===== src/rtl/ci_slot_bridge.sv =====
module ci_slot_bridge #(
  parameter int STROBE_LEN = 8,
  parameter int RST_HOLD   = 100000,
  parameter int RST_SETTLE = 50000
) (
  input  logic        clk,
  input  logic        rst_n,
  input  logic        host_req,
  input  logic        host_we,
  input  logic [2:0]  host_sel,
  input  logic [7:0]  host_wdata,
  output logic [7:0]  host_rdata,
  output logic        host_ack,
  output logic        host_busy,
  output logic [13:0] card_a,
  output logic [7:0]  card_d_out,
  output logic        card_d_oe,
  input  logic [7:0]  card_d_in,
  output logic [1:0]  card_oe_n,
  output logic [1:0]  card_we_n,
  output logic [1:0]  card_iord_n,
  output logic [1:0]  card_iowr_n,
  output logic [1:0]  card_rst,
  input  logic [1:0]  card_det_n,
  output logic [1:0]  ts_en,
  output logic [1:0]  stream_out_en,
  output logic [1:0]  tuner_rst_n
);

  localparam logic [2:0] SEL_ALO   = 3'd0;
  localparam logic [2:0] SEL_AHI   = 3'd1;
  localparam logic [2:0] SEL_CTRL  = 3'd2;
  localparam logic [2:0] SEL_DATA  = 3'd3;
  localparam logic [2:0] SEL_STAT  = 3'd4;
  localparam logic [2:0] SEL_CTRL2 = 3'd5;
  localparam int RMAX = (RST_HOLD > RST_SETTLE) ? RST_HOLD : RST_SETTLE;
  localparam int RCW  = $clog2(RMAX + 1);
  localparam int SCW  = $clog2(STROBE_LEN + 1);
  localparam logic [RCW-1:0] HOLD_LAST   = RCW'(RST_HOLD - 1);
  localparam logic [RCW-1:0] SETTLE_LAST = RCW'(RST_SETTLE - 1);
  localparam logic [SCW-1:0] STB_LAST    = SCW'(STROBE_LEN - 1);

  logic [6:0]     addr_lo, addr_hi;
  logic           slot_sel, space_io;
  logic [1:0]     ts_bits, spare;
  logic [7:0]     ctrl2;
  logic [1:0]     rst_req, rst_hold;
  logic [RCW-1:0] rst_cnt [2];
  logic           cyc_on, cyc_we;
  logic [SCW-1:0] cyc_cnt;
  logic [7:0]     wr_byte;

  wire take     = host_req && !cyc_on;
  wire reg_wr   = take && host_we;
  wire ctrl_wr  = reg_wr && host_sel == SEL_CTRL;
  wire cyc_done = cyc_on && cyc_cnt == STB_LAST;

  assign host_busy     = cyc_on;
  assign card_a        = {addr_hi, addr_lo};
  assign card_d_out    = wr_byte;
  assign card_d_oe     = cyc_on && cyc_we;
  assign card_rst      = rst_hold;
  assign stream_out_en = ctrl2[5:4];
  assign tuner_rst_n   = {ctrl2[2], ctrl2[3]};

  genvar n;
  generate
    for (n = 0; n < 2; n++) begin : g_slot
      wire hit = cyc_on && (slot_sel == 1'(n));
      assign card_oe_n[n]   = !(hit && !space_io && !cyc_we);
      assign card_we_n[n]   = !(hit && !space_io &&  cyc_we);
      assign card_iord_n[n] = !(hit &&  space_io && !cyc_we);
      assign card_iowr_n[n] = !(hit &&  space_io &&  cyc_we);
      assign ts_en[n]       = ts_bits[n];

      always_ff @(posedge clk or negedge rst_n) begin
        if (!rst_n) begin
          rst_req[n]  <= 1'b0;
          rst_hold[n] <= 1'b0;
          rst_cnt[n]  <= '0;
        end else if (!rst_req[n]) begin
          if (ctrl_wr && host_wdata[5-n]) begin
            rst_req[n]  <= 1'b1;
            rst_hold[n] <= 1'b1;
            rst_cnt[n]  <= '0;
          end
        end else if (rst_hold[n]) begin
          if (rst_cnt[n] == HOLD_LAST) begin
            rst_hold[n] <= 1'b0;
            rst_cnt[n]  <= '0;
          end else begin
            rst_cnt[n] <= rst_cnt[n] + 1'b1;
          end
        end else if (rst_cnt[n] == SETTLE_LAST) begin
          rst_req[n] <= 1'b0;
        end else begin
          rst_cnt[n] <= rst_cnt[n] + 1'b1;
        end
      end

      assert_hold_then_settle_R4: assert property (@(posedge clk) disable iff (!rst_n)
        $fell(card_rst[n]) |-> rst_req[n]);
      assert_clear_after_pulse_R4: assert property (@(posedge clk) disable iff (!rst_n)
        $fell(rst_req[n]) |-> !card_rst[n] && $past(!card_rst[n]));
    end
  endgenerate

  always_ff @(posedge clk or negedge rst_n) begin
    if (!rst_n) begin
      addr_lo  <= '0;
      addr_hi  <= '0;
      slot_sel <= 1'b0;
      space_io <= 1'b0;
      ts_bits  <= '0;
      spare    <= '0;
      ctrl2    <= 8'h0C;
    end else if (reg_wr) begin
      case (host_sel)
        SEL_ALO:   addr_lo <= host_wdata[7:1];
        SEL_AHI:   addr_hi <= host_wdata[6:0];
        SEL_CTRL: begin
          slot_sel <= host_wdata[7];
          space_io <= host_wdata[6];
          ts_bits  <= {host_wdata[2], host_wdata[3]};
          spare    <= host_wdata[1:0];
        end
        SEL_CTRL2: ctrl2 <= host_wdata;
        default: ;
      endcase
    end
  end

  always_ff @(posedge clk or negedge rst_n) begin
    if (!rst_n) begin
      cyc_on     <= 1'b0;
      cyc_we     <= 1'b0;
      cyc_cnt    <= '0;
      wr_byte    <= '0;
      host_ack   <= 1'b0;
      host_rdata <= '0;
    end else begin
      host_ack   <= 1'b0;
      host_rdata <= '0;
      if (cyc_on) begin
        if (cyc_done) begin
          cyc_on   <= 1'b0;
          host_ack <= 1'b1;
          if (!cyc_we) host_rdata <= card_d_in;
        end else begin
          cyc_cnt <= cyc_cnt + 1'b1;
        end
      end else if (take) begin
        if (host_sel == SEL_DATA) begin
          cyc_on  <= 1'b1;
          cyc_we  <= host_we;
          cyc_cnt <= '0;
          if (host_we) wr_byte <= host_wdata;
        end else begin
          host_ack <= 1'b1;
          if (!host_we) begin
            case (host_sel)
              SEL_ALO:   host_rdata <= {addr_lo, 1'b0};
              SEL_AHI:   host_rdata <= {1'b0, addr_hi};
              SEL_CTRL:  host_rdata <= {slot_sel, space_io, rst_req[0], rst_req[1],
                                        ts_bits[0], ts_bits[1], spare};
              SEL_STAT:  host_rdata <= {6'b0, card_det_n[0], card_det_n[1]};
              SEL_CTRL2: host_rdata <= ctrl2;
              default:   host_rdata <= '0;
            endcase
          end
        end
      end
    end
  end

  assert_cycle_end_ack_R3: assert property (@(posedge clk) disable iff (!rst_n)
    $fell(host_busy) |-> host_ack);
  assert_addr_steady_R1: assert property (@(posedge clk) disable iff (!rst_n)
    host_busy && $past(host_busy) |-> $stable(card_a));
  assert_tuner_by_write_R7: assert property (@(posedge clk) disable iff (!rst_n)
    !$stable(tuner_rst_n) |-> $past(host_req && host_we && !host_busy && host_sel == SEL_CTRL2));
  assert_strobe_only_busy_R2: assert property (@(posedge clk) disable iff (!rst_n)
    !(&{card_oe_n, card_we_n, card_iord_n, card_iowr_n}) |-> host_busy || $past(host_busy));

endmodule


===== config.mk =====
export PLATFORM = sky130hd
export DESIGN_NAME = ci_slot_bridge
export DESIGN_NICKNAME = d
export VERILOG_FILES = /design/src/rtl/ci_slot_bridge.sv
export SDC_FILE = /design/constraint.sdc
export NUM_CORES = 1
export LEC_CHECK = 0
export BUFFER_PORTS_ARGS = -buffer_cell sky130_fd_sc_hd__buf_2
export CAP_MARGIN = 20
export CORE_MARGIN = 1
export CORE_UTILIZATION = 30
export DETAILED_ROUTE_END_ITERATION = 6
export PLACE_DENSITY = 0.56
export SLEW_MARGIN = 20
export SYNTH_ARGS = -nofsm -noshare
export SYNTH_HDL_FRONTEND = slang
export SYNTH_SLANG_ARGS = --single-unit

===== constraint.sdc =====
create_clock -name clk -period 6.4 [get_ports clk]
set_input_delay 1.28 -clock clk [delete_from_list [all_inputs] [get_ports clk]]
set_output_delay 1.28 -clock clk [all_outputs]
set_load 0.03 [all_outputs]

Word level (Yosys, flattened, before mapping)

Index checks and enable logic that the tools add are counted.

Mux-type cells: 45
Shifts and indexed selects: 0
Order comparisons: 0
Bitwise operators: 2
$add $sub $neg: 3
Div/mod/pow operators: 0
Reductions and logical operators: 46
Equal/unequal tests: 13
Multipliers: 0

Operator list:

| cell                                             | number |
|---|---|
| two-way mux 17 bit                               | 10 |
| two-way mux 8 bit                                | 6 |
| one-hot mux 8 bit (5 select lines)               | 1 |
| adder 17 x 1 -> 17 bit (second input constant)   | 2 |
| == test 17 x 16 -> 1 bit (second input constant) | 2 |
| == test 17 bit (second input constant)           | 2 |
| two-way mux 1 bit                                | 24 |
| logical AND 1 bit                                | 21 |
| two-way mux 4 bit                                | 4 |
| AND reduction 2 bit                              | 6 |
| zero test 1 bit                                  | 11 |
| nonzero test 2 bit                               | 4 |
| == test 3 x 2 -> 1 bit (second input constant)   | 2 |
| == test 3 bit (second input constant)            | 2 |
| != test 3 bit (second input constant)            | 2 |
| AND reduction 3 bit                              | 2 |
| adder 4 x 1 -> 4 bit (second input constant)     | 1 |
| == test 4 x 3 -> 1 bit (second input constant)   | 1 |
| AND reduction 4 bit                              | 1 |
| == test 3 x 1 -> 1 bit (second input constant)   | 1 |
| zero test 3 bit                                  | 1 |
| != test 2 bit (second input constant)            | 1 |
| inverter 1 bit                                   | 2 |

Input port bits: 25
ROM bits: 0
RAM bits: 0
Bits in registers: 89
Bits in latches: 0
Memories kept: 0
Output and inout port bits: 49

Depth between registers and ports, before layout

Word-level depth: 7
Depth in mapped cells: 7
Depth with buffers taken out: 6

Worst setup path after synthesis

Ideal clock, no wire load.

Kind: register to output
Start point: reg cyc_on, in the netlist host_busy
End point: out card_iowr_n[1]
Required time: 5.120 ns
Cell stages (with the launch flop): 4
Setup slack: 3.642 ns
Arrival: 1.478 ns
Cell sequence: dfrtp_1 and2_1 clkbuf_1 nand3_1

Cells in the longest elaborated chain, start to end: 4

RTL lines:

| element                         | RTL line | source |
|---|---|---|
| start: declaration              | 49       | `logic cyc_on, cyc_we;` |
| start signal: assignment        | 135      | `cyc_on <= 1'b0;` |
| start signal: assignment        | 146      | `cyc_on <= 1'b0;` |
| start signal: assignment        | 154      | `cyc_on <= 1'b1;` |
| logical AND 1 bit               | 69       | `wire hit = cyc_on && (slot_sel == 1'(n));` |
| logical AND 1 bit (2 in series) | 73       | `assign card_iowr_n[n] = !(hit && space_io && cyc_we);` |
| zero test 1 bit                 | 73       |  |
| end: declaration                | 22       | `output logic [1:0] card_iowr_n,` |

No other way between the ends.

Final worst setup path

Start point: reg cyc_on, in the netlist host_busy
End point: out card_iord_n[1]

Cells in the longest elaborated chain, start to end: 4

RTL lines:

| element                         | RTL line | source |
|---|---|---|
| logical AND 1 bit               | 69       |  |
| logical AND 1 bit (2 in series) | 72       | `assign card_iord_n[n] = !(hit && space_io && !cyc_we);` |
| zero test 1 bit                 | 72       |  |
| end: declaration                | 21       | `output logic [1:0] card_iord_n,` |

No other way between the ends.

==> impl_metrics.toml <==
[yosys]
synthDominantCellAreaShare_pct = 48.2
syn_area_um2 = 4520
synth_sequential_area_ratio_pct = 49.4
synth-main-ff-cell = "dfrtp_1"
synth_fp_nets = 473
post_synth_num_cell_types = 53
synth_top_area_cell = "dfrtp_1"
postSynthCellCount = 445
synth_area_leaders = "dfrtp_1, mux2_2, nand2_1, o21ai_0, a31oi_1"
ys_async_sr_fraction_pct = 100
synth_most_common_cell = "dfrtp_1"
yosys_warnings = 0
avgSynthCellArea_um2 = 10.2
synth_seq_cells = 89
synth-edff-count = 0
post_synth_most_frequent_cells = "dfrtp_1, nand2_1, mux2_2"

[clock_network]
cts_buffer_depth = 2
hold_buffers = 0
tritoncts_clock_tree = "yes"
clock_transition_at_the_register_clock_pins_on_the_worst_setup_and_hold_paths_after_cts_ps = 70
clk_latency_ps = 350
cts-buffers-inserted = 9
clock-sinks = 89
cts-htree-levels = 3
postCtsSetupRepairBufs = 0
post_cts_resize_count = 0
root_buf_cell = "clkbuf_16"

[sta]
period_needed_ps = 2960
report.final.setup_viol = 0
max_freq_mhz = 338
report.final.slew_viol_count = 0
max-slew-margin-rel_pct = 44.1
rsz0062_at_grt = "no"
timing.clock.skew_ps = 10.2
timing.setup.tns_ps = 0
finalHoldWorstSlack_ps = 506
tightestPinTransition_ps = 839
finalHoldViolCount = 0
min_period_over_period_pct = 46.2

[global_route]
final_global_route_overflow_total = 0
track_usage_pct = 14.6
grt_max_degree = 69
antenna_found_initial = 0
first_pass_grt_wire_length_um = 18300
vias_in_the_first_global_route = 3543

[drt]
dr.first_iter.drc_count = 289
routed_vias = 3701
via_per_inst = 5.32
antenna_left = 0
post-route-drc-count = 0
finalWirelength_um = 10900
first_pass_iteration_count_of_the_detailed_router = 5
drt-wirelength-per-cell_um = 15.7

[worst_setup_path]
worst_path_max_delay_cell = "dfrtp_1"
start_kind = "register"
startpoint_to_endpoint_class_of_the_critical_path = "reg2out"
timing.critical_path.required_ps = 5120
worstPathMaxFanout = 17
worst_ep_arrival_time_ps = 1680
slowest_delay_ps = 660
cell_by_cell_trace_of_the_critical_path = "nor2b_1 -> nand3_1 -> buf_2"
crit_path_end_kind = "primary output"

[power_and_ir_drop]
post-layout-total-power_uw = 2210
p_leak_uw = 0.00236
peakVddDrop_v = 0.000126
power.density_nw_per_um2 = 418

[hold_path]
hold_path.class = "reg2reg"

[floorplanning]
dieWidth_um = 125
placeableCoreArea_um2 = 14600
die-area_um2 = 15600
ioPinCount = 74
placementRows = 44
die-height_um = 125
initial_core_util_pct = 31.0

[finish]
num-nets-final = 535
stdcell_area_um2 = 5280
drive_gt1_share_pct = 26.6
antennaDiodeCount = 0
area_delta_synth_final_pct = 16.9

[placement]
port_buffers = 73
finalWeightedCongestion = 0.832
detailedPlacementHpwl_um = 7970
placed_cell_area_um2 = 5010

[outcome]
run_status = "completed"

[job]
drv.max_cap_violation_count = 0
==> layout make-up <==
cell class | count | area [um2]
inverter | 7 | 26.3
fill | 1453 | 9310
clock inverter | 5 | 33.8
timing repair buffer | 75 | 383
multi-input combinational | 325 | 2140
clock buffer | 11 | 233
sequential | 89 | 2230
tap | 184 | 230
==> placed cells by master, fill, tap and decap left out, types with 10 or more instances in the layout <==
cell / count
nor2_1: 24
a22o_1: 11
nand3_1: 23
dfrtp_1: 87
and3_1: 10
mux2i_1: 10
nand2_1: 48
a31oi_1: 22
mux2_2: 38
a21oi_1: 23
buf_2: 72
o21ai_0: 30
==> stage by stage <==
stage | worst slack [ps] | util (%) | cells
4_1_cts | 3410 | 36.2 | 696
6_report | 3440 | 36.2 | 696
5_1_grt | 3290 | 36.2 | 696
2_1_floorplan | 3640 | - | 445
3_5_place_dp | 3170 | 34.4 | 680
3_3_place_gp | 3300 | 34.4 | 680
==> report_power, final <==
part,internal (uW),total [uW],switching [uW]
sequential,751,966,215
clock,263,482,219
combinational,289,757,468
total,1300,2210,903
==> metal layers <==
| metal | vias to the layer above | global-route usage [%] | part of all wire [%] |
|---|---|---|---|
| met4 | 0 | 5.74 | 1.3 |
| li1 | 1775 | - | - |
| met1 | 1804 | 19.0 | 46 |
| met3 | 9 | 2.58 | 5.4 |
| met5 | - | 0 | 0 |
| met2 | 113 | 23.8 | 47 |
==> cells by family after synthesis <==
| family | after synthesis | synth area share (%) |
|---|---|---|
| xor gates and xnor gates | 2 | 0.388 |
| buffers and inverters | 31 | 3.16 |
| AOI/OAI and AO/OA | 112 | 16.3 |
| adders and majority gates | 3 | 0.831 |
| and+or+nand+nor | 160 | 18.3 |
| DFF | 89 | 49.4 |
| muxes | 48 | 11.7 |
==> final timing paths <==
check                                   start              to  slack [ps]  depth (start not counted)
worst min register to register  card_d_out[2]   card_d_out[2]         510                          1
worst max register to register    rst_cnt[17]     rst_cnt[33]        4000                          6
min in group asynchronous               rst_n          cyc_we         810                          1
worst min-delay path            card_d_out[2]   card_d_out[2]         510                          1
max in group asynchronous               rst_n   host_rdata[2]        4450                          2
worst max-delay path                host_busy  card_iord_n[1]        3440                          3
==> worst max-delay path, delay by kind of cell, from the launching register on <==
kind | cells | cell delay, ps
and+or+nand+nor | 2 | 480
buffers and inverters | 1 | 190
DFF | 1 | 660
==> flip-flops by register name (all words and copies together) (netlist names) <==
signal,cells
space_io,1
addr_lo,7
ts_en,2
spare,2
cyc_we,1
host_rdata,8
rst_req,2
card_d_out,8
cyc_cnt,4
card_rst,2
host_ack,1
host_busy,1
ctrl2,8
rst_cnt,34
addr_hi,7
slot_sel,1
(Power assumes the default switching activity.)
